File: src/rtl/bc_pkg.sv
package bc_pkg;
  localparam int unsigned CFG_EN_BIT   = 0;
  localparam int unsigned CFG_TERM_BIT = 1;
  localparam int unsigned CFG_STOP_BIT = 2;
  localparam int unsigned CFG_THR_LSB  = 16;
  localparam int unsigned IRQ_DONE_BIT = 11;

  typedef enum logic [2:0] {
    ST_IDLE, ST_LOW, ST_HIGH, ST_SP_HOLD, ST_SP_SDA, ST_SP_SCL, ST_DONE
  } bc_state_e;
endpackage

File: src/rtl/bc_cfg_regs.sv
module bc_cfg_regs #(
  parameter int unsigned DW    = 32,
  parameter int unsigned THR_W = 8
) (
  input  logic             clk_i,
  input  logic             rst_ni,
  input  logic             we_i,
  input  logic [DW-1:0]    wdata_i,
  input  logic             load_i,
  input  logic             eng_busy_i,
  input  logic             eng_done_i,
  output logic [DW-1:0]    rdata_o,
  output logic             pending_o,
  output logic             act_en_o,
  output logic             act_term_o,
  output logic             act_stop_o,
  output logic [THR_W-1:0] act_thr_o
);
  import bc_pkg::*;

  logic [DW-1:0] shadow_q;
  logic          pending_q;
  logic          copy;

  assign copy = pending_q && !eng_busy_i;

  always_ff @(posedge clk_i or negedge rst_ni) begin
    if (!rst_ni) begin
      shadow_q <= '0;
    end else if (we_i) begin
      shadow_q <= wdata_i;
    end else if (eng_done_i) begin
      shadow_q[CFG_EN_BIT] <= 1'b0;
    end
  end

  always_ff @(posedge clk_i or negedge rst_ni) begin
    if (!rst_ni) begin
      pending_q <= 1'b0;
    end else if (load_i) begin
      pending_q <= 1'b1;
    end else if (copy) begin
      pending_q <= 1'b0;
    end
  end

  always_ff @(posedge clk_i or negedge rst_ni) begin
    if (!rst_ni) begin
      act_en_o   <= 1'b0;
      act_term_o <= 1'b0;
      act_stop_o <= 1'b0;
      act_thr_o  <= '0;
    end else if (copy) begin
      act_en_o   <= shadow_q[CFG_EN_BIT];
      act_term_o <= shadow_q[CFG_TERM_BIT];
      act_stop_o <= shadow_q[CFG_STOP_BIT];
      act_thr_o  <= shadow_q[CFG_THR_LSB +: THR_W];
    end else if (eng_done_i) begin
      act_en_o   <= 1'b0;
    end
  end

  assign rdata_o   = shadow_q;
  assign pending_o = pending_q;
endmodule

File: src/rtl/bc_engine.sv
module bc_engine #(
  parameter int unsigned THR_W = 8
) (
  input  logic             clk_i,
  input  logic             rst_ni,
  input  logic             tick_i,
  input  logic             start_i,
  input  logic             term_i,
  input  logic             stop_i,
  input  logic [THR_W-1:0] thr_i,
  input  logic             sda_i,
  output logic             scl_oe_o,
  output logic             sda_oe_o,
  output logic             busy_o,
  output logic             done_o,
  output logic             freed_o
);
  import bc_pkg::*;

  localparam int unsigned CW = THR_W + 1;

  bc_state_e      st_q, st_d;
  logic [CW-1:0]  cnt_q, cnt_d, cnt_nx, thr_eff;
  logic           freed_q, freed_d;
  logic           finish;

  // limit of zero behaves as one pulse
  assign thr_eff = (thr_i == '0) ? CW'(1) : CW'(thr_i);
  assign cnt_nx  = cnt_q + CW'(1);
  assign finish  = (term_i && sda_i) || (cnt_nx >= thr_eff);

  always_comb begin
    st_d    = st_q;
    cnt_d   = cnt_q;
    freed_d = freed_q;
    unique case (st_q)
      ST_IDLE: if (start_i) begin
        st_d  = ST_LOW;
        cnt_d = '0;
      end
      ST_LOW:  if (tick_i) st_d = ST_HIGH;
      ST_HIGH: if (tick_i) begin
        cnt_d   = cnt_nx;
        freed_d = sda_i;
        if (finish) st_d = stop_i ? ST_SP_HOLD : ST_DONE;
        else        st_d = ST_LOW;
      end
      ST_SP_HOLD: if (tick_i) st_d = ST_SP_SDA;
      ST_SP_SDA:  if (tick_i) st_d = ST_SP_SCL;
      ST_SP_SCL:  if (tick_i) st_d = ST_DONE;
      ST_DONE:    st_d = ST_IDLE;
      default:    st_d = ST_IDLE;
    endcase
  end

  always_ff @(posedge clk_i or negedge rst_ni) begin
    if (!rst_ni) begin
      st_q    <= ST_IDLE;
      cnt_q   <= '0;
      freed_q <= 1'b0;
    end else begin
      st_q    <= st_d;
      cnt_q   <= cnt_d;
      freed_q <= freed_d;
    end
  end

  assign scl_oe_o = (st_q == ST_LOW) || (st_q == ST_SP_HOLD) || (st_q == ST_SP_SDA);
  assign sda_oe_o = (st_q == ST_SP_SDA) || (st_q == ST_SP_SCL);
  assign busy_o   = (st_q != ST_IDLE);
  assign done_o   = (st_q == ST_DONE);
  assign freed_o  = freed_q;
endmodule

File: src/rtl/bc_status.sv
module bc_status #(
  parameter int unsigned DW = 32
) (
  input  logic          clk_i,
  input  logic          rst_ni,
  input  logic          done_i,
  input  logic          freed_i,
  input  logic          irq_wr_i,
  input  logic [DW-1:0] irq_wdata_i,
  output logic [DW-1:0] irq_status_o,
  output logic [DW-1:0] status_o
);
  import bc_pkg::*;

  logic irq_q, freed_q;

  always_ff @(posedge clk_i or negedge rst_ni) begin
    if (!rst_ni) begin
      irq_q   <= 1'b0;
      freed_q <= 1'b0;
    end else begin
      // completion wins over a simultaneous clear
      if (done_i) irq_q <= 1'b1;
      else if (irq_wr_i && irq_wdata_i[IRQ_DONE_BIT]) irq_q <= 1'b0;
      if (done_i) freed_q <= freed_i;
    end
  end

  always_comb begin
    irq_status_o = '0;
    irq_status_o[IRQ_DONE_BIT] = irq_q;
    status_o = '0;
    status_o[0] = freed_q;
  end
endmodule

File: src/rtl/i2c_bus_recover.sv
module i2c_bus_recover #(
  parameter int unsigned DW    = 32,
  parameter int unsigned THR_W = 8
) (
  input  logic          clk_i,
  input  logic          rst_ni,
  input  logic          tick_i,
  input  logic          cfg_we_i,
  input  logic [DW-1:0] cfg_wdata_i,
  input  logic          cfg_load_i,
  input  logic          irq_wr_i,
  input  logic [DW-1:0] irq_wdata_i,
  input  logic          sda_i,
  output logic [DW-1:0] cfg_rdata_o,
  output logic          load_pending_o,
  output logic [DW-1:0] irq_status_o,
  output logic [DW-1:0] status_o,
  output logic          busy_o,
  output logic          scl_oe_o,
  output logic          sda_oe_o
);
  logic             act_en, act_term, act_stop;
  logic [THR_W-1:0] act_thr;
  logic             eng_done, eng_freed, eng_start;

  assign eng_start = act_en && !busy_o;

  bc_cfg_regs #(.DW(DW), .THR_W(THR_W)) u_cfg (
    .clk_i      (clk_i),
    .rst_ni     (rst_ni),
    .we_i       (cfg_we_i),
    .wdata_i    (cfg_wdata_i),
    .load_i     (cfg_load_i),
    .eng_busy_i (busy_o),
    .eng_done_i (eng_done),
    .rdata_o    (cfg_rdata_o),
    .pending_o  (load_pending_o),
    .act_en_o   (act_en),
    .act_term_o (act_term),
    .act_stop_o (act_stop),
    .act_thr_o  (act_thr)
  );

  bc_engine #(.THR_W(THR_W)) u_eng (
    .clk_i    (clk_i),
    .rst_ni   (rst_ni),
    .tick_i   (tick_i),
    .start_i  (eng_start),
    .term_i   (act_term),
    .stop_i   (act_stop),
    .thr_i    (act_thr),
    .sda_i    (sda_i),
    .scl_oe_o (scl_oe_o),
    .sda_oe_o (sda_oe_o),
    .busy_o   (busy_o),
    .done_o   (eng_done),
    .freed_o  (eng_freed)
  );

  bc_status #(.DW(DW)) u_stat (
    .clk_i        (clk_i),
    .rst_ni       (rst_ni),
    .done_i       (eng_done),
    .freed_i      (eng_freed),
    .irq_wr_i     (irq_wr_i),
    .irq_wdata_i  (irq_wdata_i),
    .irq_status_o (irq_status_o),
    .status_o     (status_o)
  );
endmodule

File: config.mk
export PLATFORM = sky130hd
export DESIGN_NAME = i2c_bus_recover
export DESIGN_NICKNAME = d
export VERILOG_FILES = /design/src/rtl/bc_pkg.sv /design/src/rtl/bc_cfg_regs.sv /design/src/rtl/bc_engine.sv /design/src/rtl/bc_status.sv /design/src/rtl/i2c_bus_recover.sv
export SDC_FILE = /design/constraint.sdc
export NUM_CORES = 1
export LEC_CHECK = 0
export BUFFER_PORTS_ARGS = -buffer_cell sky130_fd_sc_hd__buf_4
export CAP_MARGIN = 20
export CORE_MARGIN = 3
export CORE_UTILIZATION = 45
export DETAILED_ROUTE_END_ITERATION = 6
export GPL_ROUTABILITY_DRIVEN = 0
export PLACE_DENSITY = 0.8
export SYNTH_ARGS = -nofsm -noshare
export SYNTH_HDL_FRONTEND = slang
export SYNTH_SLANG_ARGS = --single-unit
File: constraint.sdc
create_clock -name clk_i -period 2.5 [get_ports clk_i]
set_input_delay 0 -clock clk_i [delete_from_list [all_inputs] [get_ports clk_i]]
set_output_delay 0 -clock clk_i [all_outputs]
set_load 0.1 [all_outputs]
==> reports/metrics.cfg <==
[routing]
wire_per_inst_microns=13.56
wl_microns=6918
drtAntennaViolNets=0
drtIter0Drc=246
vias_per_cell=4.594
first_pass_iters=4
drc=0
vias=2343

[floorplanning]
row_count=30
dieHeight_microns=90.17
ios=171
die_w_microns=90.17
core_sq_um=6832
start_util_pct=46.67
die_area_sq_um=8131

[clock_tree]
cts_sinks=59
cts_setup_buffers=0
clk_pin_slew_ps=60
clockBufferDepth=2
cts-root-buf=clkbuf_8
cts_tree=yes
clk_latency_ps=340
htreeDepth=3
numCtsBuffers=9

[timing]
drv_slew=0
hold-worst-slack_ps=111.1
finalCritPeriodShare_pct=94.60
fin_setup_tns_ps=0
rsz0062_at_grt=false
fmax_mhz=422.8
setup_viol_count_final=0
worstMarginPinSlew_ps=722.3
fin_crit_ps=2365
finalHoldViolations=0
slew_headroom_pct=51.85
finClkSkew_ps=9.942

[outcome]
status=completed

[synthesis]
synthesis.area_sq_um=3188
syn_inst=294
ys_types=42
synth_top_cell_by_area=dfrtp_1
synth.area.top_cells=dfrtp_1 (46%), buf_4 (16%), mux2_2 (12%)
synth_seq_cells=59
syn_avg_cell_area_sq_um=10.84
yosys_warnings=0
yosysTopAreaCellShare_pct=46.31
ys_seq_area_share_pct=46.31

[layout]
diodes=0
final_cells=510
area_growth_syn_to_layout_pct=31.32
drive_above_1_share_pct=32.85
finalNetCount=490

[setup_path]
crit_end=u_eng.st_q[0]$_DFFE_PN0P_
r2r_cells=9
r2r-end=u_eng.st_q[0]$_DFFE_PN0P_
critical_path_class=reg -> reg
crit_path_max_fanout=4
r2r_setup_slack_ps=140
crit_arrival_ps=2640
cp-startpoint=u_eng.cnt_q[1]$_DFFE_PN0P_
end_kind=flip-flop
r2r_start=u_eng.cnt_q[1]$_DFFE_PN0P_
cp.required_ps=2770
worst_setup_path_start_kind=flip-flop

[placed_design]
dp_hpwl_microns=4513
place_inst=457
portBuffers=77

[power_and_ir_drop]
power_density_nw_per_um2=1069
p_leak_nw=2.064
ir_drop_mv=0.6522

[global_route]
track_usage_pct=17.06
grt_pass1_vias=2375
grt-ovfl-total=0
grt_antenna_before_repair=0
grt_max_degree=60
grt_pass1_wl_microns=11100

[min_path]
hold_class=in -> reg

[job]
cap_viol_max_count=0

[cells by family after synthesis]
kind of cell	Yosys count	share of synthesized area (%)
buffers and inverters	84	18.29
AND/OR/NAND/NOR	54	8.242
flip-flops	59	46.31
adder cells (fa/ha/maj)	9	3.532
XOR/XNOR	7	2.159
AO/OA/AOI/OAI	45	8.988
multiplexers	35	12.36
other	1	0.1176
[area by class of cell]
type	instances	area, sq um
Clock inverter	2	60.06
Inverter	10	37.54
Sequential cell	59	1476
Fill cell	518	2645
Tap cell	96	120.1
Timing Repair Buffer	118	980.9
Multi-Input combinational cell	212	1363
Clock buffer	13	148.9
[repair_timing]
| item | 4_1_cts | 5_1_grt |
|---|---|---|
| hold buffers | 38 | 0 |
| gates resized for setup | 0 | 1 |
| endpoints found under the hold margin | 96 | 0 |
| setup endpoints to repair | 0 | 1 |
[how the worst min path moves through the flow]
stage | cells after the start | from | end | slack, ps
final | 3 | cfg_we_i | u_cfg.rdata_o[0]$_DFFE_PN0P_ | 110
after global routing | 3 | cfg_we_i | u_cfg.rdata_o[0]$_DFFE_PN0P_ | 150
after CTS | 3 | cfg_we_i | u_cfg.rdata_o[0]$_DFFE_PN0P_ | 110
after detailed placement | 1 | rst_ni | u_cfg.rdata_o[12]$_DFFE_PN0P_ | 110
after global placement | 1 | rst_ni | u_cfg.rdata_o[12]$_DFFE_PN0P_ | 110
after floorplan | 0 | rst_ni | u_cfg.act_en_o$_DFFE_PN0P_ | -300
[critical path: stages (launching register included)]
cell,delay (ps)
dfrtp_1,400
ha_1,240
nand3_1,100
xnor2_1,240
ha_1,300
a211oi_1,220
o211ai_1,130
o221a_2,270
o31ai_1,240
a21o_1,150
[registers in the layout, summed over array words and instances, names as in the netlist, 3 cells and up]
signal / count
u_cfg.rdata_o: 32
u_eng.cnt_q: 9
u_cfg.act_thr_o: 8
u_eng.st_q: 3
[layer usage]
metal  wire length [microns]  global-route usage, %
met5                       0                      0
met4                     122                  7.781
met3                     561                  5.439
met2                    3546                  29.87
met1                    2688                  18.82
[layout by cell type, fill, tap and decap left out, types with 8 or more instances in the layout]
cell	count
inv_1	10
dlygate4sd3_1	38
buf_4	80
dfrtp_1	59
o21ai_0	20
nand2_1	24
nor2_1	8
mux2_2	35
ha_1	9
conb_1	62
clkbuf_8	10
[synth_stat cells]
library cell and n:
buf_4 68, dfrtp_1 59, mux2_2 35, nand2_1 24, o21ai_0 20, inv_1 10
ha_1 9, nor2_1 8, a21oi_1 5, nand3_1 5, buf_2 4, o31ai_1 4
a22o_1 3, nand4_1 3, nor2b_1 3, xnor2_1 3, xor2_1 3, a21o_1 2
a31oi_1 2, and3_1 2, a211oi_1 1, a21oi_2 1, a22o_2 1, a32oi_1 1
a41o_1 1, and2_0 1, and2_1 1, and3_4 1, buf_6 1, clkbuf_1 1
conb_1 1, nand2b_1 1, nand3_2 1, nor2_2 1, nor3_1 1, nor3_2 1
nor4_1 1, o211ai_1 1, o21a_1 1, o221a_2 1, o22ai_1 1, xnor2_2 1
[power by group]
group	switching [mW]	leakage [nW]	internal, mW
clock network	0.348	0.104	0.584
logic	1.67	1.24	0.543
registers	0.168	0.721	1.16
total	2.19	2.06	2.29
[stage by stage]
stage / utilization (%) / setup WS (ps) / instance area, sq um / power (mW)
6_report: 61.28 / 135.0 / 4187 / 4.473
5_1_grt: 61.28 / 23.84 / 4187 / 4.659
4_1_cts: 61.21 / 149.1 / 4182 / 4.456
3_5_place_dp: 52.58 / 162.3 / 3592 / 3.478
3_3_place_gp: 52.58 / 231.3 / 3592 / 3.415
2_1_floorplan: - / 356.0 / 3417 / 3.192
(Power assumes the default switching activity.)
